<file path="src/rtl/rmw_pkg.sv">
package rmw_pkg;
  localparam int LW_W   = 32;
  localparam int BYTES  = LW_W / 8;
  localparam int SLOTS  = 4;
  localparam int SLOT_W = $clog2(SLOTS);

  typedef enum logic [1:0] {
    SZ_LONG = 2'b00,
    SZ_QUAD = 2'b01,
    SZ_OCTA = 2'b10,
    SZ_RSVD = 2'b11
  } msize_t;

  typedef enum logic [2:0] {
    ST_IDLE,
    ST_RREQ,
    ST_RDATA,
    ST_WRITE,
    ST_ABORT
  } rmw_state_t;

  // Does this slot of the octaword take host bytes for the given size?
  function automatic logic slot_selected(msize_t sz, logic [SLOT_W-1:0] start,
                                         logic [SLOT_W-1:0] slot);
    case (sz)
      SZ_LONG: return slot == start;
      SZ_QUAD: return slot[SLOT_W-1] == start[SLOT_W-1];
      default: return 1'b1;
    endcase
  endfunction

  // Byte-wise merge: mask bit 1 picks the host byte.
  function automatic logic [LW_W-1:0] merge_lw(logic [LW_W-1:0] mem,
                                               logic [LW_W-1:0] host,
                                               logic [BYTES-1:0] m);
    logic [LW_W-1:0] r;
    for (int b = 0; b < BYTES; b++)
      r[8*b +: 8] = m[b] ? host[8*b +: 8] : mem[8*b +: 8];
    return r;
  endfunction

  // Slot of the n-th returned beat, wrapping round the octaword.
  function automatic logic [SLOT_W-1:0] beat_slot(logic [SLOT_W-1:0] start,
                                                  logic [SLOT_W-1:0] n);
    return start + n;
  endfunction
endpackage

</file>
<file path="src/rtl/rmw_mask_map.sv">
module rmw_mask_map
  import rmw_pkg::*;
(
  input  msize_t                    size,
  input  logic [SLOT_W-1:0]         start,
  input  logic [SLOTS*BYTES-1:0]    mask_in,
  output logic [SLOTS*BYTES-1:0]    mask_eff
);
  generate
    for (genvar s = 0; s < SLOTS; s++) begin : g_slot
      logic sel;
      assign sel = slot_selected(size, start, SLOT_W'(s));
      assign mask_eff[s*BYTES +: BYTES] = sel ? mask_in[s*BYTES +: BYTES] : '0;
    end
  endgenerate
endmodule

</file>
<file path="src/rtl/rmw_merge_buf.sv">
module rmw_merge_buf
  import rmw_pkg::*;
(
  input  logic                     clk,
  input  logic                     rst_n,
  input  logic                     capture,
  input  logic [SLOT_W-1:0]        cap_slot,
  input  logic [LW_W-1:0]          mem_lw,
  input  logic [SLOTS*LW_W-1:0]    host,
  input  logic [SLOTS*BYTES-1:0]   mask,
  input  logic [SLOT_W-1:0]        rd_slot,
  output logic [LW_W-1:0]          rd_lw
);
  logic [SLOTS-1:0][LW_W-1:0] lanes;

  generate
    for (genvar s = 0; s < SLOTS; s++) begin : g_lane
      logic [LW_W-1:0] q;
      logic            hit;
      assign hit = capture && (cap_slot == SLOT_W'(s));
      always_ff @(posedge clk or negedge rst_n) begin
        if (!rst_n)
          q <= '0;
        else if (hit)
          q <= merge_lw(mem_lw, host[s*LW_W +: LW_W], mask[s*BYTES +: BYTES]);
      end
      assign lanes[s] = q;
    end
  endgenerate

  assign rd_lw = lanes[rd_slot];
endmodule

</file>
<file path="src/rtl/rmw_seq.sv">
module rmw_seq
  import rmw_pkg::*;
(
  input  logic               clk,
  input  logic               rst_n,
  input  logic               cmd_fire,
  input  logic               rd_req_ready,
  input  logic               rsp_valid,
  input  logic               rsp_dbe,
  output rmw_state_t         state,
  output logic [SLOT_W-1:0]  beat_cnt,
  output logic [SLOT_W-1:0]  wr_cnt,
  output logic               ev_read_issue,
  output logic               ev_last_beat,
  output logic               ev_poisoned,
  output logic               ev_write_done
);
  logic dbe_seen;

  assign ev_read_issue = (state == ST_RREQ) && rd_req_ready;
  assign ev_last_beat  = (state == ST_RDATA) && rsp_valid &&
                         (beat_cnt == SLOT_W'(SLOTS-1));
  assign ev_poisoned   = dbe_seen | rsp_dbe;
  assign ev_write_done = (state == ST_WRITE) && (wr_cnt == SLOT_W'(SLOTS-1));

  always_ff @(posedge clk or negedge rst_n) begin
    if (!rst_n) begin
      state    <= ST_IDLE;
      beat_cnt <= '0;
      wr_cnt   <= '0;
      dbe_seen <= 1'b0;
    end else begin
      case (state)
        ST_IDLE:
          if (cmd_fire) state <= ST_RREQ;
        ST_RREQ:
          if (ev_read_issue) begin
            state    <= ST_RDATA;
            beat_cnt <= '0;
            dbe_seen <= 1'b0;
          end
        ST_RDATA:
          if (rsp_valid) begin
            beat_cnt <= beat_cnt + 1'b1;
            dbe_seen <= ev_poisoned;
            if (ev_last_beat) begin
              state  <= ev_poisoned ? ST_ABORT : ST_WRITE;
              wr_cnt <= '0;
            end
          end
        ST_WRITE: begin
          wr_cnt <= wr_cnt + 1'b1;
          if (ev_write_done) state <= ST_IDLE;
        end
        default:
          state <= ST_IDLE;
      endcase
    end
  end
endmodule

</file>
<file path="src/rtl/bytemerge_rmw.sv">
module bytemerge_rmw
  import rmw_pkg::*;
#(
  parameter int NUM_ARRAYS = 8,
  parameter int ADDR_W     = 24
) (
  input  logic                    clk,
  input  logic                    rst_n,
  input  logic                    cmd_valid,
  output logic                    cmd_ready,
  input  logic [1:0]              cmd_size,
  input  logic [ADDR_W-1:0]       cmd_addr,
  input  logic [SLOTS*LW_W-1:0]   cmd_data,
  input  logic [SLOTS*BYTES-1:0]  cmd_mask,
  output logic                    rd_req_valid,
  input  logic                    rd_req_ready,
  output logic [ADDR_W-1:0]       rd_req_addr,
  input  logic                    rd_rsp_valid,
  input  logic [LW_W-1:0]         rd_rsp_data,
  input  logic                    rd_rsp_dbe,
  output logic                    wr_valid,
  output logic [ADDR_W-1:0]       wr_addr,
  output logic [LW_W-1:0]         wr_data,
  output logic                    err_dbe,
  output logic [NUM_ARRAYS-1:0]   array_hold
);
  localparam int ARR_W = (NUM_ARRAYS > 1) ? $clog2(NUM_ARRAYS) : 1;

  rmw_state_t             state;
  logic [SLOT_W-1:0]      beat_cnt, wr_cnt;
  logic                   ev_read_issue, ev_last_beat, ev_poisoned, ev_write_done;
  logic                   ev_accept, busy, capture;
  logic [SLOT_W-1:0]      cap_slot;
  logic [SLOTS*BYTES-1:0] mask_eff;

  logic [ADDR_W-1:0]      addr_q;
  logic [SLOTS*LW_W-1:0]  data_q;
  logic [SLOTS*BYTES-1:0] mask_q;
  logic [ARR_W-1:0]       arr_q;

  assign ev_accept = cmd_valid && cmd_ready;
  assign busy      = (state != ST_IDLE);

  rmw_mask_map u_mask (
    .size     (msize_t'(cmd_size)),
    .start    (cmd_addr[SLOT_W-1:0]),
    .mask_in  (cmd_mask),
    .mask_eff (mask_eff)
  );

  always_ff @(posedge clk or negedge rst_n) begin
    if (!rst_n) begin
      addr_q <= '0;
      data_q <= '0;
      mask_q <= '0;
      arr_q  <= '0;
    end else if (ev_accept) begin
      addr_q <= cmd_addr;
      data_q <= cmd_data;
      mask_q <= mask_eff;
      arr_q  <= cmd_addr[ADDR_W-1 -: ARR_W];
    end
  end

  rmw_seq u_seq (
    .clk           (clk),
    .rst_n         (rst_n),
    .cmd_fire      (ev_accept),
    .rd_req_ready  (rd_req_ready),
    .rsp_valid     (rd_rsp_valid),
    .rsp_dbe       (rd_rsp_dbe),
    .state         (state),
    .beat_cnt      (beat_cnt),
    .wr_cnt        (wr_cnt),
    .ev_read_issue (ev_read_issue),
    .ev_last_beat  (ev_last_beat),
    .ev_poisoned   (ev_poisoned),
    .ev_write_done (ev_write_done)
  );

  assign capture  = (state == ST_RDATA) && rd_rsp_valid;
  assign cap_slot = beat_slot(addr_q[SLOT_W-1:0], beat_cnt);

  rmw_merge_buf u_buf (
    .clk      (clk),
    .rst_n    (rst_n),
    .capture  (capture),
    .cap_slot (cap_slot),
    .mem_lw   (rd_rsp_data),
    .host     (data_q),
    .mask     (mask_q),
    .rd_slot  (wr_cnt),
    .rd_lw    (wr_data)
  );

  assign cmd_ready    = !busy;
  assign rd_req_valid = (state == ST_RREQ);
  assign rd_req_addr  = addr_q;
  assign wr_valid     = (state == ST_WRITE);
  assign wr_addr      = {addr_q[ADDR_W-1:SLOT_W], wr_cnt};
  assign err_dbe      = (state == ST_ABORT);

  generate
    for (genvar a = 0; a < NUM_ARRAYS; a++) begin : g_hold
      assign array_hold[a] = busy && (arr_q == ARR_W'(a));
    end
  endgenerate
endmodule

</file>
<file path="config.mk">
export PLATFORM = sky130hd
export DESIGN_NAME = bytemerge_rmw
export DESIGN_NICKNAME = d
export VERILOG_FILES = /design/src/rtl/rmw_pkg.sv /design/src/rtl/rmw_mask_map.sv /design/src/rtl/rmw_merge_buf.sv /design/src/rtl/rmw_seq.sv /design/src/rtl/bytemerge_rmw.sv
export SDC_FILE = /design/constraint.sdc
export NUM_CORES = 1
export LEC_CHECK = 0
export CAP_MARGIN = 20
export CORE_UTILIZATION = 47
export CTS_CLUSTER_SIZE = 24
export DETAILED_ROUTE_END_ITERATION = 8
export GPL_TIMING_DRIVEN = 0
export PLACE_DENSITY = 0.85
export SLEW_MARGIN = 20
export SYNTH_ARGS = -nofsm -noshare
export SYNTH_HDL_FRONTEND = slang
export SYNTH_SLANG_ARGS = --single-unit
</file>
<file path="constraint.sdc">
create_clock -name clk -period 2 [get_ports clk]
set_clock_uncertainty 0.1 [all_clocks]
set_input_delay 0.4 -clock clk [delete_from_list [all_inputs] [get_ports clk]]
set_output_delay 0.4 -clock clk [all_outputs]
set_load 0.005 [all_outputs]
</file>
Word-level counts from Yosys, hierarchy flattened:

Index checks and enable logic that the tools add are counted.
Widths: inputs -> output; s select.

* register bits: 307
* logic and storage cells: 114

* bitwise logic cells: 2
* $lt $le $gt $ge: 1
* reduce and logical (&&, ||, !) cells: 29
* equal/unequal tests: 25
* multiplexer cells: 42
* add/sub/neg operators: 3

Operator list (count)
* $mux 8: 16
* $bmux 32 s2: 1
* $mux 32: 1
* $mux 3: 6
* $logic_and 1x1->1: 17
* $mux 4: 4
* $eq 3x3->1 const B: 5
* $eq 3x2->1 const B: 4
* $pmux 3 s4: 1
* $pmux 1 s2: 5
* $eq 2x2->1 const B: 4
* $mux 2: 4
* $pmux 2 s2: 2
* $eq 3x1->1 const B: 2
* $logic_not 2->1: 3
* $logic_not 3->1: 2
* $ne 2x2->1 const B: 3
* $reduce_and 3->1: 2
* $reduce_and 5->1: 1
* $add 2x1->2 const B: 2
* $eq 2x1->1 const B: 2
* $eq 2x2->1 const A: 2
* $ne 2x1->1 const B: 2
* $reduce_bool 2->1: 2
* other kinds (8): 9

Longest topological paths before layout:

Gate-level depths: netlist (run 1).

* depth in word-level cells: 6
* gate-level depth with buffers: 7
* mapped depth without buffers: 4

Modules after synthesis:

A second synthesis (run 1) with hierarchy kept.

* cells, all modules: 985
* area total of the unflattened synthesis: 14571.5 µm²

Modules (own cells, without submodules)
* rmw_merge_buf: area each 7329.5 µm², times used 1, seq. area each 3203.1 µm², cells an instance 502
* bytemerge_rmw: area each 6537.5 µm², times used 1, seq. area each 4204.0 µm², cells an instance 399
* rmw_seq: area each 469.2 µm², times used 1, seq. area each 200.2 µm², cells an instance 46
* rmw_mask_map: area each 235.2 µm², times used 1, seq. area each 0.0 µm², cells an instance 38

Worst setup path after synthesis (run 1):

OpenSTA, ideal clock, no wires.

* kind: flip-flop to output port
* from: register u_seq.wr_cnt[0]
* to: output wr_data[10]
* cell stages (with the launch flop): 4
* arrival: 1559 ps
* buffers on the path: 2
* path slack: -59 ps
* cell sequence: dfrtp_1 clkbuf_1 buf_2 mux4_2

* word-level cells in the longest chain between the ends: 2

Ends and longest elaborated chain
* start: declaration: RTL line rmw_seq.sv:12 `output logic [SLOT_W-1:0] wr_cnt,`
* start signal: assignment: RTL line rmw_seq.sv:52 `wr_cnt <= wr_cnt + 1'b1;`
* $bmux 32 s2: RTL line rmw_merge_buf.sv:31 `assign rd_lw = lanes[rd_slot];`
* $mux 32 (implied by the code): RTL line rmw_merge_buf.sv:31
* end: declaration: RTL line bytemerge_rmw.sv:23 `output logic [LW_W-1:0] wr_data,`

No other way between the ends. The select of a mux whose other input is x is not followed.

Final worst setup path (run 1):

* from: register u_seq.wr_cnt[0]
* to: output wr_data[1]

Same word-level chain as after synthesis.

==> flow_metrics.tcl, run 1 <==
set metrics [dict create \
    n_fill_cell 1849 \
    cts-root-buf "clkbuf_16" \
    hold_violations 0 \
    synth.distinct_cells 41 \
    pin_count 300 \
    status "complete, but fails checks" \
    max_slew_margin_pct 28.6 \
    fin_nets 1573 \
    drtAntennaViolNets 0 \
    met1_length_um 18000 \
    synth_area_sq_mm 0.0145 \
    rsz0062_at_grt "yes" \
    dp_hpwl_um 27400 \
    start_kind "flop" \
    gp_congestion 0.820 \
    cts.clk_slew.worst_paths_ns 0.06 \
    grt_max_degree 95 \
    fp.dieH_um 177 \
    syn_to_final_growth_pct 49.2 \
    wl_met2_um 22800 \
    failed_checks "setup timing" \
    pre_cts_ws_ns -1.03 \
    crit_arrival_ns 2.00 \
    avgSynthCellArea_sq_um 15.6 \
    worst_skew_pair.late_latency_ns 0.50 \
    p_per_area_mw_per_mm2 1660 \
    synth_nets 1136 \
    wl_met3_um 3260 \
    ir_drop_uv 800 \
    worst_slack_ns -0.498 \
    drt-initial-drc-count 525 \
    hold_path.class "primary input to async pin" \
    grt_usage_pct 27.8 \
    cp_max_fo 8 \
    yosysSeqAreaShare_pct 52.6 \
    dr_total_vias 9866 \
    period_minus_slack_ns 2.50 \
    finalWirelength_um 45200 \
    yosys_warnings 0 \
    drtPass1Iterations 5 \
    yosys_register_bits 304 \
    initial_core_util_pct 48.2 \
    drv_cap 0 \
    setup_viol 302 \
    cts_tree "yes" \
    dieArea_sq_mm 0.0314 \
    dpl.cell_count 1617 \
    grt_overflow 0 \
    grt_pass1_vias 10696 \
    highest_layer "met4" \
    finalCritPeriodShare_pct 125 \
    syn_inst 925 \
    crit_type "flop to output port" \
    drt-vias-per-instance 5.55 \
    cts_buffers 35 \
    post-route-drc-count 0 \
    portBuffers 299 \
    p_leak_nw 9.76 \
    final_util_pct 72.0 \
    timing.fmax_mhz 400 \
    core_area_sq_mm 0.0300 \
    crit_required_ns 1.50 \
    num_rows 63 \
    fp.dieW_um 177 \
    report.final.slew_viol_count 0 \
    routedWlPerCell_um 25.4 \
    cts-htree-levels 2 \
    drive_above_1_share_pct 54.3 \
    cts.sinks 304 \
    grt_pass1_wl_um 64800 \
    clock_path_buffers 3 \
    multi_input_area_sq_mm 0.00683 \
    max_slew.worst_pin.slew_ns 1.07 \
    worst_hold_slack_ns 0.368 \
    final_cells 1779 \
    end_kind "output port" \
    antenna_found_initial 5 \
    totalPowerFinal_mw 35.8 \
    final-seq-area_sq_mm 0.00761 \
]
-- registers in the layout, summed over array words and instances, names as in the netlist --
signal	count
u_seq.dbe_seen	1
u_seq.beat_cnt	2
u_buf.g_lane.q	128
u_seq.wr_cnt	2
u_seq.state	3
mask_q	16
rd_req_addr	24
data_q	128
-- synth_stat cells, drive strengths merged --
cell type	instances	area, sq um
o21ai	4	20.0
o21bai	1	7.51
nor3	4	20.0
nand3b	3	22.5
a21o	1	7.51
nand3	2	10.0
nor2b	1	6.26
nor2	8	30.0
mux2	407	4900
ha	3	37.5
a41oi	1	8.76
and3	1	6.26
xnor3	1	22.5
o31ai	8	60.1
a32oi	1	8.76
nand2b	5	31.3
xor3	1	23.8
nand2	15	56.3
dfrtp	304	7610
nor3b	2	25.0
or2	2	12.5
a21oi	7	35.0
mux4	32	721
and4bb	1	12.5
buf	73	543
o311ai	1	8.76
a31oi	1	6.26
a22o	9	78.8
inv	13	48.8
or4b	2	20.0
o2bb2ai	1	8.76
a221oi	1	8.76
and2	1	6.26
clkbuf	8	30.0
-- layout make-up --
class / count / share of cell area [%]
plain buffers: 75 / 4.29
clock buffers: 52 / 4.97
clock inverters: 8 / 0.447
diodes: 4 / 0.0464
repair buffers: 406 / 20.7
multi-input cells: 527 / 31.7
well taps: 390 / 2.26
flip-flops and latches: 304 / 35.3
inverters: 13 / 0.238
-- where the power goes --
part | switching (mW) | leakage (nW) | internal, mW
Sequential | 1.90 | 3.64 | 9.31
Clock | 2.56 | 0.576 | 3.96
Combinational | 6.56 | 5.55 | 11.5
-- worst max-delay path, stage by stage (launching register included) --
cell           delay, ns
dfrtp_1             0.38
clkbuf_16           0.20
buf_6               0.13
mux4_2              0.50
dlygate4sd2_1       0.28
-- per-layer routing --
metal	vias up	GRT usage, %
met4	0	9.72
met2	421	47.7
met1	5119	34.3
li1	4248	-
met3	78	6.68
met5	-	0
-- metrics by stage --
step	TNS (ns)	cell area, sq um
detailed placement	-189.19	18000
global placement	-4034.35	17900
global route	-60.97	21600
CTS	-49.43	20800
finish	-48.07	21600
floorplan	-1.39	14500
-- what timing repair did --
| item | in CTS | in global routing |
|---|---|---|
| setup endpoints to repair | 325 | 323 |
| resized for setup | 356 | 166 |
| hold buffers | 1 | 0 |
| buffers inserted | 50 | 31 |
| gates cloned | 24 | 7 |
| pin swaps | 7 | 17 |
| endpoints found under the hold margin | 70 | 0 |
-- cell families after synthesis --
family / count (synthesis) / synth area share, %
flops: 304 / 52.6
mux: 439 / 38.9
fa+ha+maj: 3 / 0.260
compound gates: 36 / 1.79
simple gates: 47 / 1.79
xor+xnor: 2 / 0.320
buf+inv: 94 / 4.30
-- path summary, 6_finish.rpt --
kind / from / end / slack (ns) / cells past startpoint
setup reg to reg: u_seq.state[0] / mask_q[13] / -0.21 / 7
min in group clk: cmd_mask[0] / mask_q[0] / 0.39 / 3
hold reg to reg: data_q[56] / data_q[56] / 0.40 / 1
max in group asynchronous: rst_n / rd_req_addr[21] / 0.28 / 4
hold / removal: rst_n / data_q[91] / 0.37 / 2
setup / recovery: u_seq.wr_cnt[0] / wr_data[1] / -0.50 / 4
-- layout by cell type, fill, tap and decap left out, types with 2 or more instances in the layout --
cell and instances:
dfrtp_1 298, mux2_2 250, clkdlybuf4s50_1 232, mux2_4 157, buf_4 60, clkbuf_16 47, buf_12 42, buf_6 37
mux4_2 32, buf_2 28, buf_16 18, buf_1 16, clkbuf_8 13, dlymetal6s2s_1 13, inv_1 11, dlygate4sd2_1 11
a22o_1 9, nand2_4 9, o31ai_4 8, nand2_1 6, clkbuf_1 6, dfrtp_2 6, buf_8 5, a21oi_1 5
diode_2 4, nand2b_1 4, nor2_4 4, clkinv_2 4, nand3b_1 3, nor2_1 3, o21ai_0 3, clkbuf_2 3
nor3_4 2, nor3_2 2, a21oi_4 2, nand3_4 2, nor3b_4 2, ha_1 2, bufinv_16 2
Power figures use the tool's default switching activity.
==> run 2, diff against run 1 <==
- CORE_MARGIN: not set -> 2
==> flow_metrics.tcl, run 2 (same netlist as run 1, synthesis figures left out) <==
set metrics [dict create \
    status "complete, but fails checks" \
    failed_checks "setup timing" \
    p_leak_nw 9.87 \
    max_slew_margin_pct 35.3 \
    dr_total_vias 9960 \
    post-route-drc-count 0 \
    timing.fmax_mhz 395 \
    swShare_pct 30.8 \
    clock_path_buffers 3 \
    cp_max_fo 8 \
    cts-htree-levels 2 \
    fp.dieW_um 179 \
    end_kind "output port" \
    antenna_found_initial 4 \
    ir_drop_uv 883 \
    rsz0062_at_grt "yes" \
    drt-initial-drc-count 518 \
    multi_input_area_sq_mm 0.00682 \
    p_switching_mw 11.1 \
    finalWirelength_um 45800 \
    worst_skew_pair.late_latency_ns 0.51 \
    initial_core_util_pct 47.5 \
    p_seq_share_pct 31.0 \
    fp.dieH_um 179 \
    grt_overflow 0 \
    max_slew.worst_pin.slew_ns 0.970 \
    p_per_area_mw_per_mm2 1650 \
    period_minus_slack_ns 2.53 \
    grt_max_degree 102 \
    routedWlPerCell_um 25.5 \
    report.final.slew_viol_count 0 \
    final_util_pct 71.7 \
    crit_type "flop to output port" \
    pin_count 300 \
    grt_usage_pct 28.0 \
    p_clk_share_pct 17.1 \
    wl_met2_um 22900 \
    hold_path.class "primary input to async pin" \
    n_fill_cell 1915 \
    dieArea_sq_mm 0.0322 \
    drive_above_1_share_pct 54.7 \
    finalCritPeriodShare_pct 127 \
    drtPass1Iterations 8 \
    fin_nets 1590 \
    cts.clk_slew.worst_paths_ns 0.06 \
    worst_slack_ns -0.535 \
    pre_cts_ws_ns -1.07 \
    placed_cell_area_sq_mm 0.0180 \
    gp_congestion 0.791 \
    combPwrFrac_pct 51.8 \
    worstSetupStartpoint "u_seq.wr_cnt[0]" \
    hold_violations 0 \
    core_area_sq_mm 0.0304 \
    setup_viol 295 \
    drv_cap 0 \
    num_rows 64 \
    wl_met3_um 3150 \
    fin_area_sq_mm 0.0218 \
    p_int_mw 24.9 \
    grt_pass1_wl_um 66200 \
    totalPowerFinal_mw 36.0 \
    syn_to_final_growth_pct 51.0 \
    met1_length_um 18100 \
    cts_buffers 36 \
    drt-vias-per-instance 5.55 \
    final_cells 1793 \
    cts-root-buf "clkbuf_16" \
    final_cell_mix "dfrtp_1 (299), mux2_2 (254), clkdlybuf4s50_1 (229)" \
    portBuffers 299 \
    cts.sinks 304 \
    final-seq-area_sq_mm 0.00761 \
    crit_arrival_ns 2.03 \
    start_kind "flop" \
    dp_hpwl_um 27700 \
    reg2reg_setup_slack_ns -0.23 \
    final_common_cell "dfrtp_1" \
    dpl.cell_count 1623 \
    crit_required_ns 1.50 \
    r2r_start "rd_req_addr[1]" \
    cts_tree "yes" \
    highest_layer "met5" \
    grt_pass1_vias 11062 \
    drtAntennaViolNets 0 \
]
[run 2: final timing paths]
kind | endpoint | cells past startpoint
min in group clk | mask_q[0] | 3
max in group asynchronous | rd_req_addr[21] | 4
hold / removal | data_q[83] | 2
setup reg to reg | u_buf.g_lane[2].q[17] | 8
hold reg to reg | u_buf.g_lane[3].q[23] | 1
setup / recovery | wr_data[7] | 5
[run 2: power groups by stage]
| stage | logic (mW) | registers [mW] | clock network, mW |
|---|---|---|---|
| 2_1_floorplan | 9.01 | 10.5 | 0 |
| 3_3_place_gp | 13.6 | 11.0 | 0 |
| 3_5_place_dp | 14.0 | 11.1 | 0 |
| 4_1_cts | 17.9 | 11.0 | 6.25 |
| 5_1_grt | 19.7 | 11.5 | 6.53 |
| 6_report | 18.7 | 11.2 | 6.18 |
[run 2: final cells by class]
type / count / area share (%)
clock inverter: 6 / 0.252
multi-input combinational: 527 / 31.3
timing repair buffer: 421 / 21.9
antenna: 2 / 0.0229
tap: 396 / 2.27
buffer: 76 / 4.39
inverter: 13 / 0.235
sequential: 304 / 34.9
clock buffer: 48 / 4.71
[run 2: metal layers]
metal | vias to the layer above | track usage (%)
met4 | 4 | 9.51
met2 | 420 | 48.8
met3 | 111 | 6.10
li1 | 4274 | -
met1 | 5151 | 34.6
met5 | - | 0
[run 2: per-stage QoR]
step | hold WS, ns | setup TNS, ns
global placement | 0.382 | -4027.31
global route | 0.332 | -50.80
floorplan | 0.00441 | -1.39
CTS | 0.352 | -48.27
finish | 0.319 | -37.70
detailed placement | 0.295 | -194.31
[run 2: timing repair]
action                                  in CTS  in global routing
hold buffers                                 1                  0
pin swaps                                   14                 13
gates resized for setup                    442                124
gates cloned                                32                  2
setup buffers                               80                 25
endpoints found under the hold margin       65                  0
endpoints found under the setup margin     336                397
[run 2: critical path, stage by stage, from the launching register on]
cell and delay [ns]:
dfrtp_1 0.39, clkbuf_16 0.19, buf_12 0.11, buf_16 0.13, mux4_2 0.55, buf_6 0.15
==> run 3, diff against run 2 <==
- CTS_CLUSTER_DIAMETER: not set -> 40
- SKIP_CTS_REPAIR_TIMING: not set -> 1
==> flow_metrics.tcl, run 3 (same netlist as run 1, synthesis figures left out) <==
set metrics [dict create \
    fp.dieW_um 179 \
    multi_input_area_sq_mm 0.00657 \
    n_fill_cell 2101 \
    drt-vias-per-instance 5.44 \
    finalCritPeriodShare_pct 125 \
    drive_above_1_share_pct 53.6 \
    fp.dieH_um 179 \
    antenna_found_initial 5 \
    drtPass1Iterations 5 \
    hold_violations 65 \
    crit_type "flop to output port" \
    drtAntennaViolNets 0 \
    final_common_cell "dfrtp_1" \
    clock_path_buffers 3 \
    ir_drop_uv 960 \
    num_rows 64 \
    grt_usage_pct 24.6 \
    crit_buf_inv 4 \
    report.final.slew_viol_count 0 \
    post-route-drc-count 0 \
    drt-initial-drc-count 454 \
    grt_overflow 0 \
    core_area_sq_mm 0.0304 \
    p_leak_nw 9.15 \
    cts.sinks 304 \
    pin_count 300 \
    dieArea_sq_mm 0.0322 \
    fin_nets 1525 \
    crit_arrival_ns 2.00 \
    initial_core_util_pct 47.5 \
    final-seq-area_sq_mm 0.00762 \
    slowest_stage "mux4_2" \
    cts.clk_slew.worst_paths_ns 0.06 \
    final_cell_mix "dfrtp_1 (296), mux2_2 (275), clkdlybuf4s50_1 (227)" \
    start_kind "flop" \
    cp_top_family "buffers and inverters" \
    hold_path.class "primary input to async pin" \
    cts_tree "yes" \
    max_slew_margin_pct 49.8 \
    cts-root-buf "clkbuf_16" \
    timing.fmax_mhz 400 \
    max_slew.worst_pin.slew_ns 0.753 \
    failed_checks "hold timing, setup timing" \
    status "complete, but fails checks" \
    slowest_delay_ns 0.54 \
    grt_pass1_vias 10049 \
    fin_area_sq_mm 0.0205 \
    cts_buffers 45 \
    cts-htree-levels 2 \
    syn_to_final_growth_pct 41.9 \
    rsz0062_at_grt "yes" \
    grt_pass1_wl_um 58700 \
    finalWirelength_um 41800 \
    finalSetupTns_ns -19.48 \
    routedWlPerCell_um 23.9 \
    drv_cap 0 \
    crit_required_ns 1.50 \
    cp_max_fo 9 \
    portBuffers 299 \
    worst_hold_slack_ns -0.273 \
    gp_congestion 0.791 \
    grt_max_degree 102 \
    final_util_pct 67.4 \
    p_per_area_mw_per_mm2 1720 \
    crit_chain "buf_12, buf_16, buf_4, mux4_2, clkbuf_2" \
    totalPowerFinal_mw 35.2 \
    end_kind "output port" \
    placed_cell_area_sq_mm 0.0180 \
    worst_slack_ns -0.503 \
    dr_total_vias 9512 \
    worst_skew_pair.late_latency_ns 0.53 \
    setup_viol 177 \
    period_minus_slack_ns 2.50 \
    dp_hpwl_um 27700 \
]
==> run 3: cell type report <==
type	count	area share, %
antenna	2	0.0244
clock inverter	29	2.26
multi-input combinational	527	32.1
inverter	13	0.250
tap	396	2.42
sequential	304	37.2
buffer	79	3.75
timing repair buffer	344	16.2
clock buffer	54	5.86
==> run 3: worst reg2reg max path: cells and delay by family, from the launching register on <==
| kind | cells | cell delay [ns] |
|---|---|---|
| buffers and inverters | 3 | 0.50 |
| flip-flops | 1 | 0.37 |
| multiplexers | 1 | 0.30 |
| AND/OR/NAND/NOR | 2 | 0.67 |
==> run 3: path summary, 6_finish.rpt <==
path                                      start  cells after the start               endpoint  slack, ns
setup / recovery                u_seq.wr_cnt[0]                      5             wr_data[7]      -0.50
hold / removal                            rst_n                      1             data_q[87]      -0.27
setup reg to reg                 u_seq.state[2]                      6  u_buf.g_lane[0].q[11]      -0.07
hold reg to reg            u_buf.g_lane[2].q[0]                      1   u_buf.g_lane[2].q[0]       0.40
max in group asynchronous                 rst_n                      3        rd_req_addr[23]       0.79
min in group clk                    cmd_mask[0]                      3              mask_q[0]       0.33
==> run 3: power breakdown <==
part	internal (mW)	switching, mW
registers	9.31	1.89
clock network	5.65	3.06
logic	9.62	5.70
==> run 3: per-stage QoR <==
stage	std cells	worst slack, ns	hold slack, ns
4_1_cts	1706	-1.63	-0.264
5_1_grt	1748	-0.539	-0.241
3_3_place_gp	1620	-12.65	0.382
3_5_place_dp	1623	-1.07	0.295
2_1_floorplan	925	-0.0588	0.00441
6_report	1748	-0.503	-0.273
==> run 3: per-layer routing <==
layer	part of all wire (%)	vias up	wire length, um	GRT usage, %
met3	7.5	80	3130	5.44
met4	2.7	2	1130	8.60
met1	41	4881	17100	31.1
li1	-	4148	-	-
met2	49	401	20500	41.7
met5	0.031	-	13	0
